<file path="src/rtl/pi_pkg.sv">
package pi_pkg;

   localparam int REG_IDX_W = 5;

   // front-end stage: carries sources for the decode compare
   typedef struct packed {
      logic                 valid;
      logic                 we;
      logic [REG_IDX_W-1:0] rd;
      logic [REG_IDX_W-1:0] rs1;
      logic [REG_IDX_W-1:0] rs2;
   } front_t;

   // back-end stage: only what the hazard compare needs
   typedef struct packed {
      logic                 valid;
      logic                 we;
      logic [REG_IDX_W-1:0] rd;
   } dest_t;

endpackage

</file>
<file path="src/rtl/pi_front.sv">
module pi_front
   import pi_pkg::*;
#(
   parameter int DEPTH = 3
) (
   input  logic   clk,
   input  logic   rst_n,
   input  logic   hold,
   input  front_t fetch_in,
   output front_t id_out
);

   front_t stg_q [DEPTH];

   initial assert (DEPTH >= 2) else $error("pi_front: DEPTH must be at least 2");

   generate
      for (genvar i = 0; i < DEPTH; i++) begin : g_stage
         always_ff @(posedge clk or negedge rst_n) begin
            if (!rst_n)
               stg_q[i] <= '0;
            else if (!hold)
               stg_q[i] <= (i == 0) ? fetch_in : stg_q[(i == 0) ? 0 : i-1];
         end
      end
   endgenerate

   assign id_out = stg_q[DEPTH-1];

   // a held decode slot does not change
   p_front_hold_r7: assert property (@(posedge clk) disable iff (!rst_n)
      hold |=> $stable(stg_q[DEPTH-1]));

endmodule

</file>
<file path="src/rtl/pi_back.sv">
module pi_back
   import pi_pkg::*;
#(
   parameter int DEPTH = 5
) (
   input  logic                 clk,
   input  logic                 rst_n,
   input  logic                 bubble,
   input  front_t               id_in,
   output dest_t [DEPTH-1:0]    stg
);

   dest_t id_dest;

   initial assert (DEPTH >= 2) else $error("pi_back: DEPTH must be at least 2");

   always_comb begin
      id_dest.valid = id_in.valid;
      id_dest.we    = id_in.we;
      id_dest.rd    = id_in.rd;
   end

   generate
      for (genvar i = 0; i < DEPTH; i++) begin : g_stage
         if (i == 0) begin : g_entry
            always_ff @(posedge clk or negedge rst_n) begin
               if (!rst_n)      stg[0] <= '0;
               else if (bubble) stg[0] <= '0;
               else             stg[0] <= id_dest;
            end
         end else begin : g_follow
            always_ff @(posedge clk or negedge rst_n) begin
               if (!rst_n) stg[i] <= '0;
               else        stg[i] <= stg[i-1];
            end
         end
      end
   endgenerate

   // a stall cycle leaves an empty slot in the first execute stage
   p_bubble_r8: assert property (@(posedge clk) disable iff (!rst_n)
      bubble |=> !stg[0].valid);

   // without a stall, decode content moves into EX1
   p_issue_r9: assert property (@(posedge clk) disable iff (!rst_n)
      (!bubble && id_in.valid) |=> (stg[0].valid && stg[0].rd == $past(id_in.rd)));

endmodule

</file>
<file path="src/rtl/pi_hazard.sv">
module pi_hazard
   import pi_pkg::*;
#(
   parameter int DEPTH = 5
) (
   input  logic              clk,
   input  logic              rst_n,
   input  front_t            id_in,
   input  dest_t [DEPTH-1:0] stg,
   output logic              stall
);

   localparam int RUN_W = $clog2(DEPTH + 2);

   logic [DEPTH-1:0] hit;

   generate
      for (genvar i = 0; i < DEPTH; i++) begin : g_cmp
         logic live;
         assign live   = stg[i].valid && stg[i].we && (stg[i].rd != '0);
         assign hit[i] = live && ((id_in.rs1 == stg[i].rd && id_in.rs1 != '0) ||
                                  (id_in.rs2 == stg[i].rd && id_in.rs2 != '0));
      end
   endgenerate

   assign stall = id_in.valid && (|hit);

   // checker: length of the current stall run
   logic [RUN_W-1:0] run_q;
   always_ff @(posedge clk or negedge rst_n) begin
      if (!rst_n)     run_q <= '0;
      else if (stall) run_q <= run_q + 1'b1;
      else            run_q <= '0;
   end

   // a run can never outlast the producer's trip to writeback
   p_stall_bounded_r3: assert property (@(posedge clk) disable iff (!rst_n)
      run_q <= RUN_W'(DEPTH));

   // decode reading only register 0 is never held
   p_reg0_free_r5: assert property (@(posedge clk) disable iff (!rst_n)
      (id_in.rs1 == '0 && id_in.rs2 == '0) |-> !stall);

endmodule

</file>
<file path="src/rtl/pipe_interlock.sv">
module pipe_interlock
   import pi_pkg::*;
#(
   parameter int EX_STAGES  = 2,
   parameter int MEM_STAGES = 2
) (
   input  logic                 clk,
   input  logic                 rst_n,
   input  logic                 fetch_valid,
   input  logic                 fetch_we,
   input  logic [REG_IDX_W-1:0] fetch_rd,
   input  logic [REG_IDX_W-1:0] fetch_rs1,
   input  logic [REG_IDX_W-1:0] fetch_rs2,
   output logic                 fetch_ready,
   output logic                 stall,
   output logic                 ex1_valid,
   output logic [REG_IDX_W-1:0] ex1_rd,
   output logic                 wb_valid,
   output logic                 wb_we,
   output logic [REG_IDX_W-1:0] wb_rd
);

   localparam int FRONT_STAGES = 3;                       // IM1, IM2, ID
   localparam int BACK_STAGES  = EX_STAGES + MEM_STAGES + 1;

   initial assert (EX_STAGES >= 1 && MEM_STAGES >= 1)
      else $error("pipe_interlock: stage counts must be positive");

   front_t                  fetch_pkt;
   front_t                  id_pkt;
   dest_t [BACK_STAGES-1:0] back_stg;

   always_comb begin
      fetch_pkt.valid = fetch_valid;
      fetch_pkt.we    = fetch_we;
      fetch_pkt.rd    = fetch_rd;
      fetch_pkt.rs1   = fetch_rs1;
      fetch_pkt.rs2   = fetch_rs2;
   end

   pi_front #(.DEPTH(FRONT_STAGES)) u_front (
      .clk      (clk),
      .rst_n    (rst_n),
      .hold     (stall),
      .fetch_in (fetch_pkt),
      .id_out   (id_pkt)
   );

   pi_hazard #(.DEPTH(BACK_STAGES)) u_hazard (
      .clk   (clk),
      .rst_n (rst_n),
      .id_in (id_pkt),
      .stg   (back_stg),
      .stall (stall)
   );

   pi_back #(.DEPTH(BACK_STAGES)) u_back (
      .clk    (clk),
      .rst_n  (rst_n),
      .bubble (stall),
      .id_in  (id_pkt),
      .stg    (back_stg)
   );

   assign fetch_ready = !stall;
   assign ex1_valid   = back_stg[0].valid;
   assign ex1_rd      = back_stg[0].rd;
   assign wb_valid    = back_stg[BACK_STAGES-1].valid;
   assign wb_we       = back_stg[BACK_STAGES-1].we;
   assign wb_rd       = back_stg[BACK_STAGES-1].rd;

   // an instruction whose write-enable is low and is alone in the back end never holds decode
   p_no_we_no_stall_r6: assert property (@(posedge clk) disable iff (!rst_n)
      (back_stg[0].valid && !back_stg[0].we &&
       !back_stg[1].valid && !back_stg[2].valid && !back_stg[3].valid &&
       !back_stg[BACK_STAGES-1].valid) |-> !stall);

endmodule

</file>
<file path="config.mk">
export PLATFORM = sky130hd
export DESIGN_NAME = pipe_interlock
export DESIGN_NICKNAME = d
export VERILOG_FILES = /design/src/rtl/pi_pkg.sv /design/src/rtl/pi_front.sv /design/src/rtl/pi_back.sv /design/src/rtl/pi_hazard.sv /design/src/rtl/pipe_interlock.sv
export SDC_FILE = /design/constraint.sdc
export NUM_CORES = 1
export LEC_CHECK = 0
export ABC_AREA = 1
export BUFFER_PORTS_ARGS = -buffer_cell sky130_fd_sc_hd__buf_2
export CORE_MARGIN = 5
export CORE_UTILIZATION = 54
export CTS_CLUSTER_SIZE = 16
export DETAILED_ROUTE_END_ITERATION = 8
export GPL_ROUTABILITY_DRIVEN = 0
export PLACE_DENSITY = 0.76
export SYNTH_ARGS = -nofsm -noshare
export SYNTH_HDL_FRONTEND = slang
export SYNTH_HIERARCHICAL = 1
export SYNTH_SLANG_ARGS = --single-unit
export TNS_END_PERCENT = 1
</file>
<file path="constraint.sdc">
create_clock -name clk -period 2.1 [get_ports clk]
set_input_delay 0.21 -clock clk [delete_from_list [all_inputs] [get_ports clk]]
set_output_delay 0.21 -clock clk [all_outputs]
set_load 0.01 [all_outputs]
</file>
After elaboration in Yosys (flattened, before gate mapping)
Cells that the tools add are included.

word-level totals
  flip-flop bits (word level) = 86
  input bits = 19
  output and inout bits = 15
  logic and storage cells = 81

cells by class
  multiplexer cells = 1
  reductions and logical operators = 40
  equal/unequal tests = 10

operator list
  kind                 number
  5-bit equality test  10
  5-bit nonzero test   7
  1-bit logical AND    26
  7-bit two-way mux    1
  1-bit logical OR     5
  5-bit OR reduction   1
  1-bit zero test      1

Longest topological paths before layout
Gate-level depths: netlist of run 1.

  depth after elaboration = 7
  depth in mapped cells = 18
  gate-level depth less buffers = 14

Modules after synthesis
The synthesis of run 1 kept the hierarchy.

by module, submodules not included
  module          instances  sequential area each (um^2)  area an instance (um^2)  cells an instance
  pi_front        1          1276.2                       2162.1                   233
  pi_hazard       1          0.0                          1034.7                   191
  pi_back         1          875.8                        928.4                    49
  pipe_interlock  1          0.0                          3.8                      1

Worst setup path after synthesis of run 1
Ideal clock, no wire load.

  path type = register -> register
  from = register u_front.stg_q (netlist bit u_front/id_out[4])
  to = register u_front.stg_q (netlist bit u_front/id_out[13])
  library setup time = 116 ps
  period minus slack after synthesis = 2208 ps
  data arrival time = 2092 ps
  buffers on the path = 4
  slack = -108 ps
  required time = 1984 ps
  cell stages (with the launch flop) = 16
  cells stage by stage = dfrtp_1 > buf_4 > buf_4 > xor2_1 > nor2_1 > nand2_1 > o21ai_1 > nand2_1 > nand2_1 > nor2_1 > nor2_1 > buf_6 > inv_8 > buf_12 > nand2_2 > nand2_1

between the ends
  cells in the longest elaborated chain, start to end = 6
  elaborated cells between the ends (all ways) = 23
  those cells by class = 5 x eq/ne; 18 x reduce/logical

RTL lines
  element                                                    RTL line              source
  start: declaration                                         pi_front.sv:13        front_t stg_q [DEPTH];
  start signal: indexed assignment                           pi_front.sv:23        stg_q[i] <= (i == 0) ? fetch_in : stg_q[(i == 0) ? 0 : i-1];
  5-bit equality test or 5-bit nonzero test (tied branches)  pi_hazard.sv:22       (id_in.rs2 == stg[i].rd && id_in.rs2 != '0));
  1-bit logical AND                                          pi_hazard.sv:22
  1-bit logical OR                                           pi_hazard.sv:21       assign hit[i] = live && ((id_in.rs1 == stg[i].rd && id_in.rs1 != '0) ||
  1-bit logical AND                                          pi_hazard.sv:21
  5-bit OR reduction *                                       pi_hazard.sv:26       assign stall = id_in.valid && (|hit);
  1-bit logical AND *                                        pi_hazard.sv:26
  via stall                                                  pipe_interlock.sv:15  output logic stall,

The timed path passes the listed nets; every way through them passes the cells marked *.
A chain may end at the register's enable or synchronous reset.

Final worst setup path of run 1
  from = register u_front.stg_q (netlist bit u_front/id_out[8])
  to = output port fetch_ready

between the ends
  cells in the longest elaborated chain, start to end = 7
  elaborated cells between the ends (all ways) = 24
  those cells by class = 5 x eq/ne; 19 x reduce/logical

RTL lines
  element                                                    RTL line              source
  5-bit equality test or 5-bit nonzero test (tied branches)  pi_hazard.sv:21
  1-bit logical AND                                          pi_hazard.sv:21
  1-bit logical OR                                           pi_hazard.sv:21
  1-bit logical AND                                          pi_hazard.sv:21
  5-bit OR reduction *                                       pi_hazard.sv:26
  1-bit logical AND *                                        pi_hazard.sv:26
  1-bit zero test *                                          --
  end: declaration                                           pipe_interlock.sv:14  output logic fetch_ready,

Every way passes the cells marked *; elsewhere a longest branch is shown, timed or not.

==> results of run 1 <==
[per-stage QoR]
step                worst slack (ns)  power (W)  setup TNS (ns)  hold slack [ns]
global route                  -0.119    0.00831           -1.74           0.0254
floorplan                     0.0717    0.00581               0          -0.0856
CTS                          0.00137    0.00758               0           0.0255
detailed placement            0.0748    0.00619               0            0.257
global placement               0.118    0.00605               0            0.249
finish                       -0.0347    0.00769         -0.0617           0.0346
[area by class of cell]
| class | count | share of cell area |
|---|---|---|
| repair buffers | 55 | 0.100 |
| clock buffers | 10 | 0.0277 |
| inverters | 32 | 0.0282 |
| multi-input cells | 318 | 0.338 |
| clock inverters | 6 | 0.00977 |
| well taps | 99 | 0.0269 |
| flip-flops and latches | 86 | 0.469 |
[cell families after synthesis]
kind of cell | share of synthesized area
flops | 0.521
buf+inv | 0.117
compound gates | 0.00121
simple gates | 0.278
xor+xnor | 0.0827
[layer usage]
| layer | global-route usage | up-vias |
|---|---|---|
| li1 | - | 1446 |
| met1 | 0.212 | 1321 |
| met2 | 0.288 | 57 |
| met3 | 0.0366 | 10 |
| met4 | 0.0607 | 0 |
| met5 | 0 | - |
[critical path: stages, from the launching register on]
cell     delay (ns)
dfrtp_2        0.49
buf_6          0.16
xnor2_2        0.12
nand2_1        0.08
nor2_1         0.12
nand2_1        0.05
o21ai_1        0.08
nand2_1        0.07
nand2_1        0.08
nor2_2         0.05
nor2_4         0.10
inv_2          0.05
buf_6          0.11
[layout by cell type (no fill, tap or decap)]
cell type,instances
dfrtp_1,76
nand2_2,21
inv_2,9
inv_6,2
xnor2_4,1
clkbuf_1,1
nor2_1,35
nor2_2,3
buf_2,31
xor2_1,13
inv_8,1
o21ai_1,1
clkbuf_8,9
buf_6,3
clkinvlp_4,3
nand3_2,2
nor2_4,4
inv_4,1
xnor2_2,4
buf_4,11
nor3_1,1
nand2_1,200
inv_1,21
clkinv_2,1
buf_12,9
nand4_1,1
nand3_1,11
dlygate4sd3_1,1
dfrtp_2,10
xnor2_1,21
[power by group through the flow]
stage	clock (W)	sequential (W)	combinational, W
6_report	0.00104	0.00339	0.00325
3_5_place_dp	0	0.00344	0.00274
4_1_cts	0.00107	0.00340	0.00312
3_3_place_gp	0	0.00340	0.00266
2_1_floorplan	0	0.00305	0.00276
5_1_grt	0.00114	0.00353	0.00365
[sequential cells by signal (all words and copies together), names as in the netlist]
register,count
u_back/stg,35
u_front/stg_q,34
u_front/id_out,17
[worst paths after layout]
check / startpoint / to / slack, ns / cells after the start
hold / removal: fetch_rs1[4] / u_front/stg_q[43] / 0.03 / 3
min in group asynchronous: rst_n / u_front/stg_q[46] / 0.40 / 2
hold reg to reg: u_back/stg[27] / u_back/stg[34] / 0.38 / 0
setup reg to reg: u_front/id_out[8] / u_front/stg_q[28] / 0.06 / 14
max in group asynchronous: rst_n / u_front/id_out[4] / 1.07 / 3
setup / recovery: u_front/id_out[8] / fetch_ready / -0.03 / 12
[what timing repair did]
action | in CTS | in global routing
endpoints found under the hold margin | 45 | 0
buffers inserted | 11 | 3
gates resized for setup | 19 | 3
pin swaps | 6 | 11
setup endpoints to repair | 2 | 57
hold buffers | 1 | 0
==> reports/summary.txt, run 1 <==
Top Ports -> 34
Crit path max fanout -> 5
Clk sinks -> 86
WL met2 -> 3.89 mm
Top sig layer -> met4
Buffers on Ports -> 33
#FFs+latches synth -> 86
DRT antenna net count -> 0
Area occupied by multi-input gates -> 1560 um2
Total gr overflow -> 0
Final setup margin -> -0.0347 ns
Synth warnings -> 6
Tightest Pin Transition -> 0.583 ns
Initial antenna violation count -> 0
Avg Inst Size Synth -> 8.71 um2
CTS root buf -> clkbuf_8
Die width -> 97.4 um
Number of global-route vias before repair -> 2825
Vias per Instance -> 4.68
Per-cell routed wire length -> 12.5 um
PD cells -> 1670 nW/um2
1st-iter DRT viols -> 176
Core area -> 7330 um2
Sum of routed wire segments on met1 -> 3.26 mm
Top cell type's share of synthesized area -> 0.521
Clk Latency, worst-skew pair -> 0.36 ns
Peak supply drop -> 0.661 mV
Placed Instances -> 575
Worst Setup Path Type -> flip-flop to primary output
Detailed-route DRC error count -> 0
CTS Buf Count -> 9
Clk slew on worst S/H paths -> 0.09 ns
Register area share after synthesis -> 0.521
Net Switching -> 0.00316 W
Fin cells -> 606
First-pass GRT wire length -> 13.0 mm
Post-layout nets -> 521
Ys async rst share -> 1.00
Detailed Route WL -> 7.55 mm
FMAX -> 468 MHz
Layout Utilization -> 0.629
Count of final setup violators -> 2
Clock share of power -> 0.136
Pin count of the biggest net entering global routing -> 47
Register area -> 2160 um2
DP Wirelength -> 5.17 mm
Count leader, synth -> nand2_1
Status -> finished with violations
Site Rows -> 31
Max-slew headroom -> 0.611
DR pass1 iterations -> 4
Top cells by count, synth -> nand2_1, dfrtp_1, nor2_1
Worst hold path class -> primary input to flip-flop
Switch share -> 0.411
Violated checks -> negative setup slack
Layout cells sized above 1 -> 0.247
Design area -> 4610 um2
Clock Tree Buf Depth -> 2
Detailed-routed wire length on met3 -> 287 um
CTS tree -> built
Comb power frac -> 0.423
Yosys cell types -> 20
Worst Skew -> 0.0108 ns
Initial core utilization -> 0.563
Post-Place Cell Area -> 4200 um2
Max Cap Violations -> 0
Floorplan die height -> 97.4 um
Synth top area cells -> dfrtp_1, nand2_1, xnor2_1, buf_4, nor2_1
Number of synthesized flops with an enable pin -> 0
Max Slew Vio Count -> 0
Sequential power share -> 0.441
N_diodes -> 0
Setup crit end kind -> primary output
Top FF cell, synth -> dfrtp_1
Final hold violations -> 0
Net Count, Synth -> 493
RSZ-0062 raised after global routing -> yes
Mapped Cells -> 474
Internal power -> 0.00453 W
Min Tclk post-route -> 2.13 ns
Layout area overhead -> 11.7%
Die footprint -> 9490 um2
Crit path launch type -> flip-flop
Fin crit share -> 1.02
Vias -> 2834
Lkg Pwr -> 2.40 nW
H-tree depth -> 3
Mapped Area -> 4130 um2
Leading area contributor after synthesis -> dfrtp_1
Critical path data required time -> 1.89 ns
Arrival time at the worst endpoint -> 1.92 ns
All-Layer GR Usage -> 0.169
Fill cells -> 619
(Power assumes the default switching activity.)
==> inputs of run 2 (changes only) <==
==> constraint.sdc (replaced) <==
create_clock -name clk -period 2.1 [get_ports clk]
set_input_delay 0.105 -clock clk [delete_from_list [all_inputs] [get_ports clk]]
set_output_delay 0.105 -clock clk [all_outputs]
set_load 0.01 [all_outputs]
==> reports/summary.txt, run 2 (synthesis results as in run 1) <==
Top Ports -> 34 (unchanged)
Fill cells -> 615 (-0.65%)
Crit path launch type -> flip-flop
Core area -> 7330 um2 (unchanged)
FMAX -> 488 MHz (+4.2%)
Setup crit end kind -> primary output
Clk Latency, worst-skew pair -> 0.35 ns (about the same)
Layout Utilization -> 0.639 (+0.00990)
Vias -> 2953 (+4.2%)
Fin crit share -> 0.975 (-0.0412)
Initial antenna violation count -> 0 (unchanged)
Lkg Pwr -> 2.42 nW (+0.83%)
Vias per Instance -> 4.79 (+2.5%)
Floorplan die height -> 97.4 um (unchanged)
Area occupied by multi-input gates -> 1530 um2 (-1.7%)
Die footprint -> 9490 um2 (unchanged)
Layout area overhead -> 13.5%
Min Tclk post-route -> 2.05 ns (-0.0866 ns)
N_diodes -> 0 (unchanged)
Biggest register -> u_back/stg
Crit path max fanout -> 8 (+3)
Commonest non-fill, non-tap cells in the layout -> nand2_1, dfrtp_1, nor2_1, buf_2, xnor2_1
Register area -> 2160 um2 (unchanged)
Max-slew headroom -> 0.641 (+0.0295)
RSZ-0062 raised after global routing -> yes
1st-iter DRT viols -> 205 (+16%)
CTS Buf Count -> 9 (unchanged)
Final hold violations -> 0 (unchanged)
CTS tree -> built
Tightest Pin Transition -> 0.539 ns (-0.0442 ns)
Number of global-route vias before repair -> 2777 (-1.7%)
Detailed-route DRC error count -> 0 (unchanged)
Clock Tree Buf Depth -> 2 (unchanged)
All-Layer GR Usage -> 0.166 (-0.00336)
Status -> completed
First-pass GRT wire length -> 12.9 mm (-0.95%)
Arrival time at the worst endpoint -> 1.94 ns (+0.02 ns)
DRT antenna net count -> 0 (unchanged)
Initial core utilization -> 0.563 (unchanged)
Buffers on Ports -> 33 (unchanged)
Pin count of the biggest net entering global routing -> 52 (+11%)
H-tree depth -> 3 (unchanged)
Die width -> 97.4 um (unchanged)
Worst Setup Path Type -> flip-flop to primary output
Site Rows -> 31 (unchanged)
Total gr overflow -> 0 (unchanged)
Critical path data required time -> 2.00 ns (+0.11 ns)
Worst hold path class -> primary input to asynchronous set/reset pin
DR pass1 iterations -> 4 (unchanged)
CTS root buf -> clkbuf_8
Clk sinks -> 86 (unchanged)
DP Wirelength -> 4.91 mm (-4.9%)
Worst Skew -> 0.00489 ns (-0.00590 ns)
Count of final setup violators -> 0 (-2)
Layout cells sized above 1 -> 0.222 (-0.0241)
Peak supply drop -> 0.721 mV (+9.1%)
Max Slew Vio Count -> 0 (unchanged)
Post-layout nets -> 531 (+1.9%)
Most common cell after layout, fill and taps aside -> nand2_1
Max Cap Violations -> 0 (unchanged)
Largest register FFs -> 35 (unchanged)
Fin Setup TNS -> 0 ns (+0.0617 ns)
Per-cell routed wire length -> 12.6 um (+1.5%)
Detailed Route WL -> 7.79 mm (+3.2%)
Clk slew on worst S/H paths -> 0.08 ns (about the same)
PD cells -> 1620 nW/um2 (-2.9%)
-- run 2: path summary, 6_finish.rpt --
kind / startpoint / to / slack, ns / depth (start not counted)
worst min-delay path: rst_n / u_front/stg_q[40] / 0.27 / 2
worst max register to register: u_front/id_out[1] / u_front/id_out[5] / 0.09 / 12
min in group clk: u_back/stg[26] / u_back/stg[33] / 0.38 / 0
worst min register to register: u_back/stg[26] / u_back/stg[33] / 0.38 / 0
worst max-delay path: u_front/id_out[1] / fetch_ready / 0.05 / 10
max in group asynchronous: rst_n / u_back/stg[6] / 1.08 / 3
-- run 2: stage by stage --
step | worst slack, ns | cell area [um2] | std cells | total power [W] | hold slack [ns]
global route | -0.0549 | 4680 | 616 | 0.00822 | 0.336
CTS | 0.0154 | 4540 | 608 | 0.00734 | 0.270
floorplan | 0.0717 | 4130 | 474 | 0.00581 | -0.191
detailed placement | 0.0746 | 4130 | 573 | 0.00605 | 0.124
global placement | 0.154 | 4130 | 573 | 0.00592 | 0.121
finish | 0.0519 | 4680 | 616 | 0.00758 | 0.272
-- run 2: layout make-up --
class,count,share of cell area
tap,99,0.0264
sequential,86,0.462
multi-input combinational,318,0.327
timing repair buffer,65,0.108
clock inverter,4,0.0112
clock buffer,12,0.0331
inverter,32,0.0318
-- run 2: where the power goes --
group / switching (W) / internal [W]
clock network: 0.000576 / 0.000620
registers: 0.000962 / 0.00247
logic: 0.00157 / 0.00138
-- run 2: critical path: stages (launching register included) --
cell and delay, ns:
dfrtp_2 0.49, buf_4 0.17, xnor2_2 0.16, nand3_1 0.11, o21ai_1 0.14, nand2_1 0.06
nand2_1 0.10, nor2_4 0.04, nor2_4 0.11, inv_1 0.06, buf_2 0.14
-- run 2: repair_timing --
action,CTS,global route
resized for setup,10,12
endpoints found under the setup margin,2,59
cloned,0,1
hold buffers,18,0
setup buffers,1,7
pin swaps,1,6
endpoints found under the hold margin,57,0
-- run 2: routing by layer --
| metal | vias to the layer above | wire length (um) | share of wire | GRT usage |
|---|---|---|---|---|
| li1 | 1461 | - | - | - |
| met1 | 1411 | 3440 | 0.44 | 0.220 |
| met2 | 65 | 3850 | 0.49 | 0.268 |
| met3 | 16 | 322 | 0.041 | 0.0409 |
| met4 | 0 | 176 | 0.023 | 0.0532 |
| met5 | - | 0 | 0 | 0 |
